## config.mk

```make
export PLATFORM = sky130hd
export DESIGN_NAME = mem_port_arbiter
export DESIGN_NICKNAME = d
export VERILOG_FILES = /design/src/rtl/arb_pkg.sv /design/src/rtl/arb_level_select.sv /design/src/rtl/arb_rr_pick.sv /design/src/rtl/arb_fair_fsm.sv /design/src/rtl/mem_port_arbiter.sv
export SDC_FILE = /design/constraint.sdc
export NUM_CORES = 1
export LEC_CHECK = 0
export ABC_CLOCK_PERIOD_IN_PS = 5500
export BUFFER_PORTS_ARGS = -buffer_cell sky130_fd_sc_hd__buf_2
export CORE_MARGIN = 4
export CORE_UTILIZATION = 62
export CTS_BUF_LIST = sky130_fd_sc_hd__clkbuf_2
export DETAILED_ROUTE_END_ITERATION = 8
export PLACE_DENSITY = 0.83
export SYNTH_ARGS = -nofsm -noshare
export SYNTH_HDL_FRONTEND = slang
export SYNTH_SLANG_ARGS = --single-unit
export TNS_END_PERCENT = 1
```

## constraint.sdc

```tcl
create_clock -name clk -period 5.5 [get_ports clk]
set_input_delay 0.55 -clock clk [delete_from_list [all_inputs] [get_ports clk]]
set_output_delay 0.55 -clock clk [all_outputs]
set_load 0.02 [all_outputs]
```

## src/rtl/arb_pkg.sv

```systemverilog
package arb_pkg;

    typedef enum logic [1:0] {
        LVL_LOW  = 2'd0,
        LVL_NORM = 2'd1,
        LVL_HIGH = 2'd2
    } level_e;

    typedef enum logic {
        FAIR_CPU_TURN = 1'b0,
        FAIR_DMA_TURN = 1'b1
    } fair_state_e;

    // Upper bit set means high (both 2'b10 and 2'b11).
    function automatic level_e decode_level(input logic [1:0] code);
        if (code[1])
            return LVL_HIGH;
        else if (code[0])
            return LVL_NORM;
        else
            return LVL_LOW;
    endfunction

endpackage

```

## src/rtl/arb_level_select.sv

```systemverilog
module arb_level_select
    import arb_pkg::*;
#(
    parameter int NUM_CH = 5,
    parameter int LVL_W  = 2
) (
    input  logic [NUM_CH-1:0]       req,
    input  logic [NUM_CH*LVL_W-1:0] prio,
    output level_e                  top_lvl,
    output logic [NUM_CH-1:0]       cand,
    output logic                    any_req
);

    logic [NUM_CH-1:0] hi_mask;
    logic [NUM_CH-1:0] nm_mask;
    logic [NUM_CH-1:0] lo_mask;

    // Sort every requesting channel into one of three level masks.
    always_comb begin
        hi_mask = '0;
        nm_mask = '0;
        lo_mask = '0;
        for (int i = 0; i < NUM_CH; i++) begin
            if (req[i]) begin
                unique case (decode_level(prio[i*LVL_W +: 2]))
                    LVL_HIGH: hi_mask[i] = 1'b1;
                    LVL_NORM: nm_mask[i] = 1'b1;
                    default:  lo_mask[i] = 1'b1;
                endcase
            end
        end
    end

    // The strongest non-empty mask gives the top level and the candidates.
    always_comb begin
        any_req = |req;
        if (|hi_mask) begin
            top_lvl = LVL_HIGH;
            cand    = hi_mask;
        end else if (|nm_mask) begin
            top_lvl = LVL_NORM;
            cand    = nm_mask;
        end else begin
            top_lvl = LVL_LOW;
            cand    = lo_mask;
        end
    end

endmodule

```

## src/rtl/arb_rr_pick.sv

```systemverilog
module arb_rr_pick #(
    parameter int NUM_CH = 5,
    parameter int IDX_W  = 3
) (
    input  logic [NUM_CH-1:0] cand,
    input  logic [IDX_W-1:0]  ptr,
    output logic [NUM_CH-1:0] onehot,
    output logic [IDX_W-1:0]  idx,
    output logic              valid
);

    // Scan upward from the pointer and wrap; the first candidate found wins.
    always_comb begin
        onehot = '0;
        idx    = '0;
        valid  = 1'b0;
        for (int k = 0; k < NUM_CH; k++) begin
            int p;
            p = int'(ptr) + k;
            if (p >= NUM_CH)
                p = p - NUM_CH;
            if (!valid && cand[p]) begin
                valid     = 1'b1;
                onehot[p] = 1'b1;
                idx       = IDX_W'(p);
            end
        end
    end

endmodule

```

## src/rtl/arb_fair_fsm.sv

```systemverilog
module arb_fair_fsm
    import arb_pkg::*;
(
    input  logic clk,
    input  logic rst,
    input  logic contest,
    output logic dma_turn
);

    fair_state_e state_q;
    fair_state_e state_d;

    always_ff @(posedge clk) begin
        if (rst)
            state_q <= FAIR_CPU_TURN;
        else
            state_q <= state_d;
    end

    always_comb begin
        state_d = state_q;
        unique case (state_q)
            FAIR_CPU_TURN: if (contest) state_d = FAIR_DMA_TURN;
            FAIR_DMA_TURN: if (contest) state_d = FAIR_CPU_TURN;
            default:       state_d = FAIR_CPU_TURN;
        endcase
    end

    always_comb begin
        unique case (state_q)
            FAIR_DMA_TURN: dma_turn = 1'b1;
            default:       dma_turn = 1'b0;
        endcase
    end

    AST_FAIR_FLIP: assert property (@(posedge clk) disable iff (rst)
        contest |=> (state_q != $past(state_q)));
    AST_FAIR_HOLD: assert property (@(posedge clk) disable iff (rst)
        !contest |=> $stable(state_q));
    AST_FAIR_RESET: assert property (@(posedge clk)
        rst |=> (state_q == FAIR_CPU_TURN));

endmodule

```

## src/rtl/mem_port_arbiter.sv

```systemverilog
module mem_port_arbiter
    import arb_pkg::*;
#(
    parameter int NUM_CH = 5,
    parameter int LVL_W  = 2
) (
    input  logic                    clk,
    input  logic                    rst,
    input  logic [NUM_CH-1:0]       dma_req,
    input  logic [NUM_CH*LVL_W-1:0] dma_prio,
    input  logic                    cpu_req,
    output logic [NUM_CH-1:0]       dma_gnt,
    output logic                    cpu_gnt
);

    localparam int IDX_W = (NUM_CH > 1) ? $clog2(NUM_CH) : 1;
    localparam logic [IDX_W-1:0] LAST_IDX = IDX_W'(NUM_CH - 1);

    level_e            top_lvl;
    logic [NUM_CH-1:0] cand;
    logic              any_dma;
    logic [NUM_CH-1:0] pick_oh;
    logic [IDX_W-1:0]  pick_idx;
    logic              pick_vld;
    logic [IDX_W-1:0]  ptr_q;
    logic              dma_turn;
    logic              contest_norm;
    logic              dma_wins;
    logic              tied;

    arb_level_select #(.NUM_CH(NUM_CH), .LVL_W(LVL_W)) u_level (
        .req     (dma_req),
        .prio    (dma_prio),
        .top_lvl (top_lvl),
        .cand    (cand),
        .any_req (any_dma)
    );

    arb_rr_pick #(.NUM_CH(NUM_CH), .IDX_W(IDX_W)) u_pick (
        .cand   (cand),
        .ptr    (ptr_q),
        .onehot (pick_oh),
        .idx    (pick_idx),
        .valid  (pick_vld)
    );

    assign contest_norm = cpu_req && any_dma && (top_lvl == LVL_NORM);

    arb_fair_fsm u_fair (
        .clk      (clk),
        .rst      (rst),
        .contest  (contest_norm),
        .dma_turn (dma_turn)
    );

    // CPU-versus-DMA decision, driven by the level of the top candidates.
    always_comb begin
        if (!any_dma) begin
            dma_wins = 1'b0;
        end else if (!cpu_req) begin
            dma_wins = 1'b1;
        end else begin
            unique case (top_lvl)
                LVL_HIGH: dma_wins = 1'b1;
                LVL_NORM: dma_wins = dma_turn;
                default:  dma_wins = 1'b0;
            endcase
        end
    end

    always_comb begin
        dma_gnt = (dma_wins && pick_vld) ? pick_oh : '0;
        cpu_gnt = cpu_req && !dma_wins;
    end

    assign tied = ($countones(cand) > 1);

    always_ff @(posedge clk) begin
        if (rst)
            ptr_q <= '0;
        else if (dma_wins && pick_vld && tied)
            ptr_q <= (pick_idx == LAST_IDX) ? '0 : pick_idx + 1'b1;
    end

    AST_ONE_GRANT: assert property (@(posedge clk) disable iff (rst)
        $onehot0({dma_gnt, cpu_gnt}));
    AST_GNT_HAS_REQ: assert property (@(posedge clk) disable iff (rst)
        ((dma_gnt & ~dma_req) == '0) && !(cpu_gnt && !cpu_req));
    AST_IDLE_NO_GNT: assert property (@(posedge clk) disable iff (rst)
        (!(|dma_req) && !cpu_req) |-> (!(|dma_gnt) && !cpu_gnt));
    AST_GNT_AT_TOP: assert property (@(posedge clk) disable iff (rst)
        (|dma_gnt) |-> ((dma_gnt & cand) != '0));
    AST_PTR_RANGE: assert property (@(posedge clk) disable iff (rst)
        ptr_q <= LAST_IDX);
    AST_PTR_HOLD: assert property (@(posedge clk) disable iff (rst)
        !((|dma_gnt) && tied) |=> $stable(ptr_q));
    AST_HIGH_BEATS_CPU: assert property (@(posedge clk) disable iff (rst)
        (cpu_req && any_dma && top_lvl == LVL_HIGH) |-> (!cpu_gnt && (|dma_gnt)));
    AST_LOW_YIELDS: assert property (@(posedge clk) disable iff (rst)
        (cpu_req && any_dma && top_lvl == LVL_LOW) |-> (cpu_gnt && !(|dma_gnt)));
    AST_NORM_NOT_TWICE: assert property (@(posedge clk) disable iff (rst)
        (contest_norm && cpu_gnt) |=> !(contest_norm && cpu_gnt));
    AST_SOLO_SERVED: assert property (@(posedge clk) disable iff (rst)
        ((any_dma && !cpu_req) |-> (|dma_gnt)) and ((cpu_req && !any_dma) |-> cpu_gnt));
    AST_PTR_RESET: assert property (@(posedge clk)
        rst |=> (ptr_q == '0));

endmodule

```

==> impl_table.tex, run 1 <==
\begin{tabular}{lr}
\hline
Metric & Value \\
\hline
\multicolumn{2}{l}{\textbf{Timing}} \\
Post-Route Setup TNS & 0 ps \\
Setup repair after global routing missed its margin & no \\
Min Tclk post-route & 4860 ps \\
Slew HR & 45.4\% \\
Final Hold Violating Endpoints & 0 \\
Hold slack final & 533 ps \\
Setup skew after layout & 10.9 ps \\
Slew at the pin with the worst max-slew slack & 813 ps \\
Final setup fails & 0 \\
Final-report max-slew violation count & 0 \\
FMAX & 206 MHz \\
Final Cycle Share & 88.3\% \\
\multicolumn{2}{l}{\textbf{Floorplanning}} \\
Die boundary height & 69 µm \\
Die footprint & 4760 µm² \\
Total number of placement rows & 21 \\
Chip width & 69 µm \\
I/O pins & 24 \\
Core outline area & 3470 µm² \\
Effective utilization at floorplan & 66.5\% \\
\multicolumn{2}{l}{\textbf{Finish}} \\
Layout Area Growth over Synthesis & 4.18\% \\
Most frequent cells in the layout & sky130\_fd\_sc\_hd\_\_nand2\_1, sky130\_fd\_sc\_hd\_\_ha\_1, sky130\_fd\_sc\_hd\_\_buf\_2 \\
Fill cells & 303 \\
Layout Cells excl Fill & 374 \\
Fraction of layout instances using a drive strength above 1 & 19.5\% \\
Leading cell type in the layout, fill and taps excluded & sky130\_fd\_sc\_hd\_\_nand2\_1 \\
Utilization after layout & 69.3\% \\
Final nets & 376 \\
Antenna Diode Count & 0 \\
\multicolumn{2}{l}{\textbf{Critical path}} \\
Largest stage delay on the critical path & 780 ps \\
Length in cells of the worst reg-to-reg path & 15 \\
Cell-by-cell listing of the critical path & inv\_1 -> ha\_1 -> nor3\_1 -> a21o\_1 -> a21boi\_0 -> nor3b\_2 -> a2111oi\_2 -> nand4b\_2 -> nor3b\_4 -> and3\_2 -> nand3\_1 -> a31oi\_1 -> buf\_2 \\
R2R Path End & ptr\_q[2]\$\_SDFFE\_PP0P\_ \\
Crit start category & register \\
CP bufs+invs & 2 \\
Start-to-end type of the worst setup path & reg -> out \\
Arrival @ worst endpoint & 4310 ps \\
Highest-delay cell along the critical path & sky130\_fd\_sc\_hd\_\_ha\_1 \\
Launch instance of the worst register-to-register path & ptr\_q[1]\$\_SDFFE\_PP0P\_ \\
Worst R2R Setup Slack & 800 ps \\
Family of cells with the greatest summed delay on the critical path & compound AO/OA/AOI/OAI gates \\
Critical path capture point type & output pin \\
Crit-path max FO & 23 \\
Data required time of the worst path & 4950 ps \\
\multicolumn{2}{l}{\textbf{Hold path}} \\
Hold Path Depth & 2 \\
Hold endpoint & u\_fair.state\_q\$\_SDFF\_PP0\_ \\
Path type of the worst min-delay path & reg -> reg \\
Hold\_sp & u\_fair.state\_q\$\_SDFF\_PP0\_ \\
\multicolumn{2}{l}{\textbf{Global routing}} \\
Largest net degree at the start of global routing & 29 \\
Met1 track demand over resource & 35.6\% \\
Global-route wire length before repair & 10500 µm \\
Antenna violations before repair & 0 \\
Global Route Usage Sum & 25.7\% \\
Global routing met2 resource utilization & 44.2\% \\
Most heavily used metal layer in global routing & met2 \\
Number of global-route vias before repair & 2244 \\
Met3 capacity usage during global routing & 1.45\% \\
Aggregate global routing overflow & 0 \\
\multicolumn{2}{l}{\textbf{Power and ir drop}} \\
Power per cell area & 509 nW/µm² \\
Final Power & 1.22 mW \\
Highest ir drop seen on vdd & 462 µV \\
Leakage power & 1.02 nW \\
\multicolumn{2}{l}{\textbf{Routing}} \\
Pre-antenna DRT Iters & 5 \\
Total routed wirelength & 6370 µm \\
Drt drc & 0 \\
Count of nets left with antenna violations after detail routing & 0 \\
Ratio of routed vias to standard cells & 6.70 \\
Average routed wire per standard cell & 17.0 µm \\
Initial drt markers & 246 \\
Via count & 2506 \\
\multicolumn{2}{l}{\textbf{Outcome}} \\
Status & finished, final reports clean \\
\multicolumn{2}{l}{\textbf{Clocking}} \\
Quantity of gates resized following cts & 0 \\
Clock slew at the register clock pins of the worst setup and hold paths & 40 ps \\
H-Tree Level Count & 1 \\
Buffer cell driving the clock tree root & sky130\_fd\_sc\_hd\_\_clkbuf\_2 \\
TritonCTS clock tree & built \\
Clk\_lat worst skew & 210 ps \\
Number of sinks driven by the clock tree & 4 \\
Post-CTS Hold Buffers & 0 \\
Max Buffers Root-to-Sink & 2 \\
Total CTS buffers & 3 \\
Number of setup buffers added after CTS & 0 \\
\multicolumn{2}{l}{\textbf{Synth}} \\
Synthesis-stage register bit count & 4 \\
Total standard cell area after synthesis & 2310 µm² \\
Sequential cell area fraction in the yosys report & 3.47\% \\
Distinct cell type count of the synthesized netlist & 82 \\
Post-synthesis average cell area & 7.39 µm² \\
Post-Synthesis Cells & 312 \\
Most instantiated flip-flop cell in the synthesis netlist & sky130\_fd\_sc\_hd\_\_dfxtp\_1 \\
Proportion of register bits with asynchronous set or reset after synthesis & 0\% \\
Post-synthesis net count & 358 \\
Yosys warnings & 0 \\
Number of enable flip-flop cells after synthesis & 0 \\
\multicolumn{2}{l}{\textbf{Placed design}} \\
Number of buffers added on ports & 23 \\
Placer congestion estimate & 0.921 \\
Total placed cells including tap cells & 371 \\
DP HPWL & 4950 µm \\
\multicolumn{2}{l}{\textbf{Run}} \\
Max-cap viol count & 0 \\
\hline
\end{tabular}
## how the worst max path moves through the flow
| stage | start | endpoint | slack (ps) | depth (start not counted) |
|---|---|---|---|---|
| after detailed placement | ptr_q[1]$_SDFFE_PP0P_ | ptr_q[2]$_SDFFE_PP0P_ | 890 | 15 |
| after global routing | ptr_q[1]$_SDFFE_PP0P_ | dma_gnt[3] | 340 | 13 |
| after global placement | ptr_q[1]$_SDFFE_PP0P_ | ptr_q[2]$_SDFFE_PP0P_ | 960 | 15 |
| final | ptr_q[1]$_SDFFE_PP0P_ | dma_gnt[0] | 640 | 13 |
| after CTS | ptr_q[1]$_SDFFE_PP0P_ | dma_gnt[0] | 750 | 13 |
| after floorplan | ptr_q[0]$_SDFFE_PP0P_ | dma_gnt[0] | 1220 | 15 |
## power breakdown
group | leakage [nW] | switching [mW] | internal (mW) | total, mW
sequential | 0.0328 | 0.00334 | 0.0360 | 0.0393
combinational | 0.975 | 0.714 | 0.443 | 1.16
clock | 0.0125 | 0.0126 | 0.0147 | 0.0272
total | 1.02 | 0.730 | 0.493 | 1.22
## cell families (layout without fill, tap and decap cells)
family | Yosys count | after routing | share of synthesized area (%)
buffers and inverters | 29 | 45 | 7.70
flip-flops | 4 | 4 | 3.47
adder cells (fa/ha/maj) | 28 | 28 | 15.8
AO/OA/AOI/OAI | 93 | 93 | 31.2
XOR/XNOR | 12 | 12 | 4.56
AND/OR/NAND/NOR | 140 | 140 | 34.1
multiplexers | 6 | 6 | 3.20
## area by class of cell
cell class,instances,area [µm²],share of cell area [%]
Sequential cell,4,80.1,3.33
Tap cell,46,57.6,2.39
Timing Repair Buffer,27,145,6.04
Multi-Input combinational cell,279,2050,85.3
Clock buffer,3,15.0,0.625
Inverter,15,56.3,2.34
## flip-flops by register name, summed over array words and instances (netlist names)
name and cells:
ptr_q 3, u_fair.state_q 1
## worst min-delay path, cell delays in order, from the launching register on
cell	delay [ps]
sky130_fd_sc_hd__dfxtp_1	350
sky130_fd_sc_hd__xor2_1	80
sky130_fd_sc_hd__nor2_1	70
## routing by layer
layer | wire length [µm] | vias to the layer above
met4 | 85 | 0
met2 | 3000 | 121
met5 | 0 | -
li1 | - | 1209
met1 | 2830 | 1166
met3 | 453 | 10
## through the flow
stage / worst slack [ps] / area (µm²)
final: 641 / 2400
after global routing: 336 / 2400
after CTS: 750 / 2400
after detailed placement: 890 / 2390
after global placement: 963 / 2390
after floorplan: 1220 / 2310
## synthesized netlist by cell type, types with 3 or more instances
| library cell | instances | area [µm²] |
|---|---|---|
| sky130_fd_sc_hd__nand3b_1 | 8 | 60.1 |
| sky130_fd_sc_hd__xnor2_1 | 7 | 61.3 |
| sky130_fd_sc_hd__a211oi_1 | 6 | 45.0 |
| sky130_fd_sc_hd__inv_1 | 14 | 52.6 |
| sky130_fd_sc_hd__and3_1 | 4 | 25.0 |
| sky130_fd_sc_hd__and3_2 | 4 | 30.0 |
| sky130_fd_sc_hd__nand4_1 | 4 | 25.0 |
| sky130_fd_sc_hd__o22ai_1 | 4 | 25.0 |
| sky130_fd_sc_hd__nor3_1 | 6 | 30.0 |
| sky130_fd_sc_hd__a21oi_1 | 14 | 70.1 |
| sky130_fd_sc_hd__clkbuf_1 | 4 | 15.0 |
| sky130_fd_sc_hd__dfxtp_1 | 4 | 80.1 |
| sky130_fd_sc_hd__and2_1 | 7 | 43.8 |
| sky130_fd_sc_hd__o21ai_0 | 13 | 65.1 |
| sky130_fd_sc_hd__a31o_2 | 3 | 26.3 |
| sky130_fd_sc_hd__nand2_1 | 43 | 161 |
| sky130_fd_sc_hd__a31oi_1 | 4 | 25.0 |
| sky130_fd_sc_hd__xor2_1 | 5 | 43.8 |
| sky130_fd_sc_hd__ha_1 | 26 | 325 |
| sky130_fd_sc_hd__a21boi_0 | 3 | 22.5 |
| sky130_fd_sc_hd__a22oi_1 | 3 | 22.5 |
| sky130_fd_sc_hd__nor2b_1 | 3 | 18.8 |
| sky130_fd_sc_hd__nand4b_1 | 3 | 26.3 |
| sky130_fd_sc_hd__nand3_1 | 16 | 80.1 |
| sky130_fd_sc_hd__buf_2 | 3 | 15.0 |
| sky130_fd_sc_hd__nor2_1 | 19 | 71.3 |
| sky130_fd_sc_hd__mux2i_1 | 4 | 40.0 |
| sky130_fd_sc_hd__nand2b_1 | 7 | 43.8 |
| sky130_fd_sc_hd__clkbuf_8 | 5 | 68.8 |
(Power assumes the default switching activity.)
==> inputs of run 2 (changes only) <==
- CORE_UTILIZATION: 62 -> 61
- CTS_BUF_LIST: sky130_fd_sc_hd__clkbuf_2 -> default
- PLACE_DENSITY: 0.83 -> 0.82
==> run 2 against run 1 <==
Compared with the run above: sequential share of layout area about the same; routed wire length shrank 2.2%; via count decreased by 1.2%; non-clock buffer count fell by 2; clock power increased by 150%; utilization decreased by 2.9 points; sequential power rose by 16%; clock skew down 1.8 ps; global-route usage rose by 0.25 points; fmax fell by 0.87%; power increased by 4.4%; largest cell class unchanged; largest power group unchanged.
==> impl_table.tex, run 2 (synthesis gave the netlist of run 1 again) <==
\begin{tabular}{lr}
\hline
Metric & Value \\
\hline
\multicolumn{2}{l}{\textbf{Critical path}} \\
Data required time of the worst path & 4950 ps \\
Crit-path max FO & 23 \\
Most frequent cell on the critical path & sky130\_fd\_sc\_hd\_\_a211oi\_1 \\
Start-to-end type of the worst setup path & reg -> out \\
Critical path capture point type & output pin \\
Crit start category & register \\
Launch instance of the worst register-to-register path & ptr\_q[1]\$\_SDFFE\_PP0P\_ \\
Length in cells of the worst reg-to-reg path & 14 \\
Family of cells with the greatest summed delay on the critical path & simple AND/OR/NAND/NOR gates \\
Cell-by-cell listing of the critical path & inv\_1 -> ha\_2 -> nand2b\_1 -> nor2\_1 -> a211oi\_1 -> a211oi\_1 -> a2111oi\_4 -> nand4b\_2 -> nor3b\_4 -> and3\_2 -> and3\_1 -> o31a\_1 -> buf\_2 \\
Largest stage delay on the critical path & 650 ps \\
Cell count along the critical path & 13 \\
R2R Path End & ptr\_q[2]\$\_SDFFE\_PP0P\_ \\
Arrival @ worst endpoint & 4350 ps \\
Worst R2R Setup Slack & 680 ps \\
Highest-delay cell along the critical path & sky130\_fd\_sc\_hd\_\_ha\_2 \\
CP bufs+invs & 2 \\
\multicolumn{2}{l}{\textbf{Hold path}} \\
Path type of the worst min-delay path & reg -> reg \\
Hold endpoint & u\_fair.state\_q\$\_SDFF\_PP0\_ \\
Hold\_sp & u\_fair.state\_q\$\_SDFF\_PP0\_ \\
Hold Path Depth & 2 \\
\multicolumn{2}{l}{\textbf{Timing}} \\
Slew HR & 34.5\% \\
Final-report max-slew violation count & 0 \\
Post-Route Setup TNS & 0 ps \\
Final setup slack of the worst path & 599 ps \\
Setup skew after layout & 9.01 ps \\
Final Cycle Share & 89.1\% \\
Setup repair after global routing missed its margin & no \\
FMAX & 204 MHz \\
Final Hold Violating Endpoints & 0 \\
Final setup fails & 0 \\
Slew at the pin with the worst max-slew slack & 982 ps \\
Min Tclk post-route & 4900 ps \\
\multicolumn{2}{l}{\textbf{Finish}} \\
Final nets & 374 \\
Flip-flop count of the largest register, all copies and words added & 3 \\
Antenna Diode Count & 0 \\
Registers with the most flip-flops & ptr\_q: 3 flops, u\_fair.state\_q: 1 flops \\
Register ranked first by flip-flop count & ptr\_q \\
Fraction of layout instances using a drive strength above 1 & 19.3\% \\
Layout Area Growth over Synthesis & 5.42\% \\
Leading cell type in the layout, fill and taps excluded & sky130\_fd\_sc\_hd\_\_nand2\_1 \\
Most frequent cells in the layout & sky130\_fd\_sc\_hd\_\_nand2\_1, sky130\_fd\_sc\_hd\_\_ha\_1, sky130\_fd\_sc\_hd\_\_buf\_2 \\
\multicolumn{2}{l}{\textbf{Power and ir drop}} \\
Highest ir drop seen on vdd & 332 µV \\
Leakage power & 1.02 nW \\
Power per cell area & 525 nW/µm² \\
Final Power & 1.28 mW \\
\multicolumn{2}{l}{\textbf{Global routing}} \\
Global Route Usage Sum & 25.9\% \\
Antenna violations before repair & 0 \\
Number of global-route vias before repair & 2191 \\
Aggregate global routing overflow & 0 \\
Global-route wire length before repair & 10500 µm \\
Largest net degree at the start of global routing & 29 \\
\multicolumn{2}{l}{\textbf{Placed design}} \\
Placer congestion estimate & 1.01 \\
Number of buffers added on ports & 23 \\
DP HPWL & 4890 µm \\
Post-Place Setup Slack & 466 ps \\
\multicolumn{2}{l}{\textbf{Routing}} \\
Initial drt markers & 243 \\
Total routed wirelength & 6230 µm \\
Average routed wire per standard cell & 16.7 µm \\
Pre-antenna DRT Iters & 7 \\
Drt drc & 0 \\
Ratio of routed vias to standard cells & 6.62 \\
Via count & 2475 \\
Count of nets left with antenna violations after detail routing & 0 \\
\multicolumn{2}{l}{\textbf{Floorplanning}} \\
Die footprint & 4830 µm² \\
Die boundary height & 69.5 µm \\
Core outline area & 3660 µm² \\
I/O pins & 24 \\
Chip width & 69.5 µm \\
Total number of placement rows & 22 \\
Effective utilization at floorplan & 63.0\% \\
\multicolumn{2}{l}{\textbf{Clocking}} \\
Number of setup buffers added after CTS & 0 \\
Number of sinks driven by the clock tree & 4 \\
TritonCTS clock tree & built \\
Buffer cell driving the clock tree root & sky130\_fd\_sc\_hd\_\_clkbuf\_8 \\
Post-CTS Hold Buffers & 0 \\
Max Buffers Root-to-Sink & 2 \\
H-Tree Level Count & 1 \\
Clk\_lat worst skew & 230 ps \\
Quantity of gates resized following cts & 0 \\
Total CTS buffers & 3 \\
Clock slew at the register clock pins of the worst setup and hold paths & 40 ps \\
\multicolumn{2}{l}{\textbf{Outcome}} \\
Status & finished, final reports clean \\
\multicolumn{2}{l}{\textbf{Run}} \\
Max-cap viol count & 0 \\
\hline
\end{tabular}
## run 2: worst max path at each step
stage / start / to / slack (ps)
after floorplan: ptr_q[0]$_SDFFE_PP0P_ / dma_gnt[0] / 1220
after global placement: ptr_q[1]$_SDFFE_PP0P_ / ptr_q[2]$_SDFFE_PP0P_ / 650
after detailed placement: ptr_q[1]$_SDFFE_PP0P_ / ptr_q[2]$_SDFFE_PP0P_ / 470
after CTS: ptr_q[1]$_SDFFE_PP0P_ / dma_gnt[3] / 290
after global routing: ptr_q[1]$_SDFFE_PP0P_ / dma_gnt[2] / 230
final: ptr_q[1]$_SDFFE_PP0P_ / dma_gnt[3] / 600
## run 2: layer usage
| layer | GRT usage [%] | wire length, µm | vias to the layer above |
|---|---|---|---|
| li1 | - | - | 1211 |
| met2 | 40.9 | 2860 | 104 |
| met1 | 37.1 | 2850 | 1148 |
| met3 | 2.75 | 391 | 12 |
| met5 | 0 | 0 | - |
| met4 | 7.16 | 123 | 0 |
## run 2: power by group
part	switching, mW	internal [mW]	total (mW)
combinational	0.714	0.450	1.16
sequential	0.00948	0.0361	0.0456
clock	0.0197	0.0471	0.0668
total	0.744	0.533	1.28
## run 2: area by class of cell
cell class	instances	area [µm²]
multi-input cells	279	2060
repair buffers	25	130
flip-flops and latches	4	80.1
well taps	48	60.1
clock buffers	3	41.3
inverters	15	56.3
fillers	335	1230
## run 2: per-stage QoR
stage / hold WS [ps] / area [µm²] / util (%) / cells
after detailed placement: 558 / 2380 / 64.9 / 371
after global routing: 553 / 2430 / 66.4 / 374
after floorplan: 496 / 2310 / - / 312
after global placement: 531 / 2380 / 64.9 / 371
final: 555 / 2430 / 66.4 / 374
after CTS: 545 / 2420 / 66.0 / 374
## run 2: tightest hold or removal path, stage by stage, from the launching register on
cell and delay [ps]:
sky130_fd_sc_hd__dfxtp_1 360, sky130_fd_sc_hd__xor2_1 80, sky130_fd_sc_hd__nor2_1 70
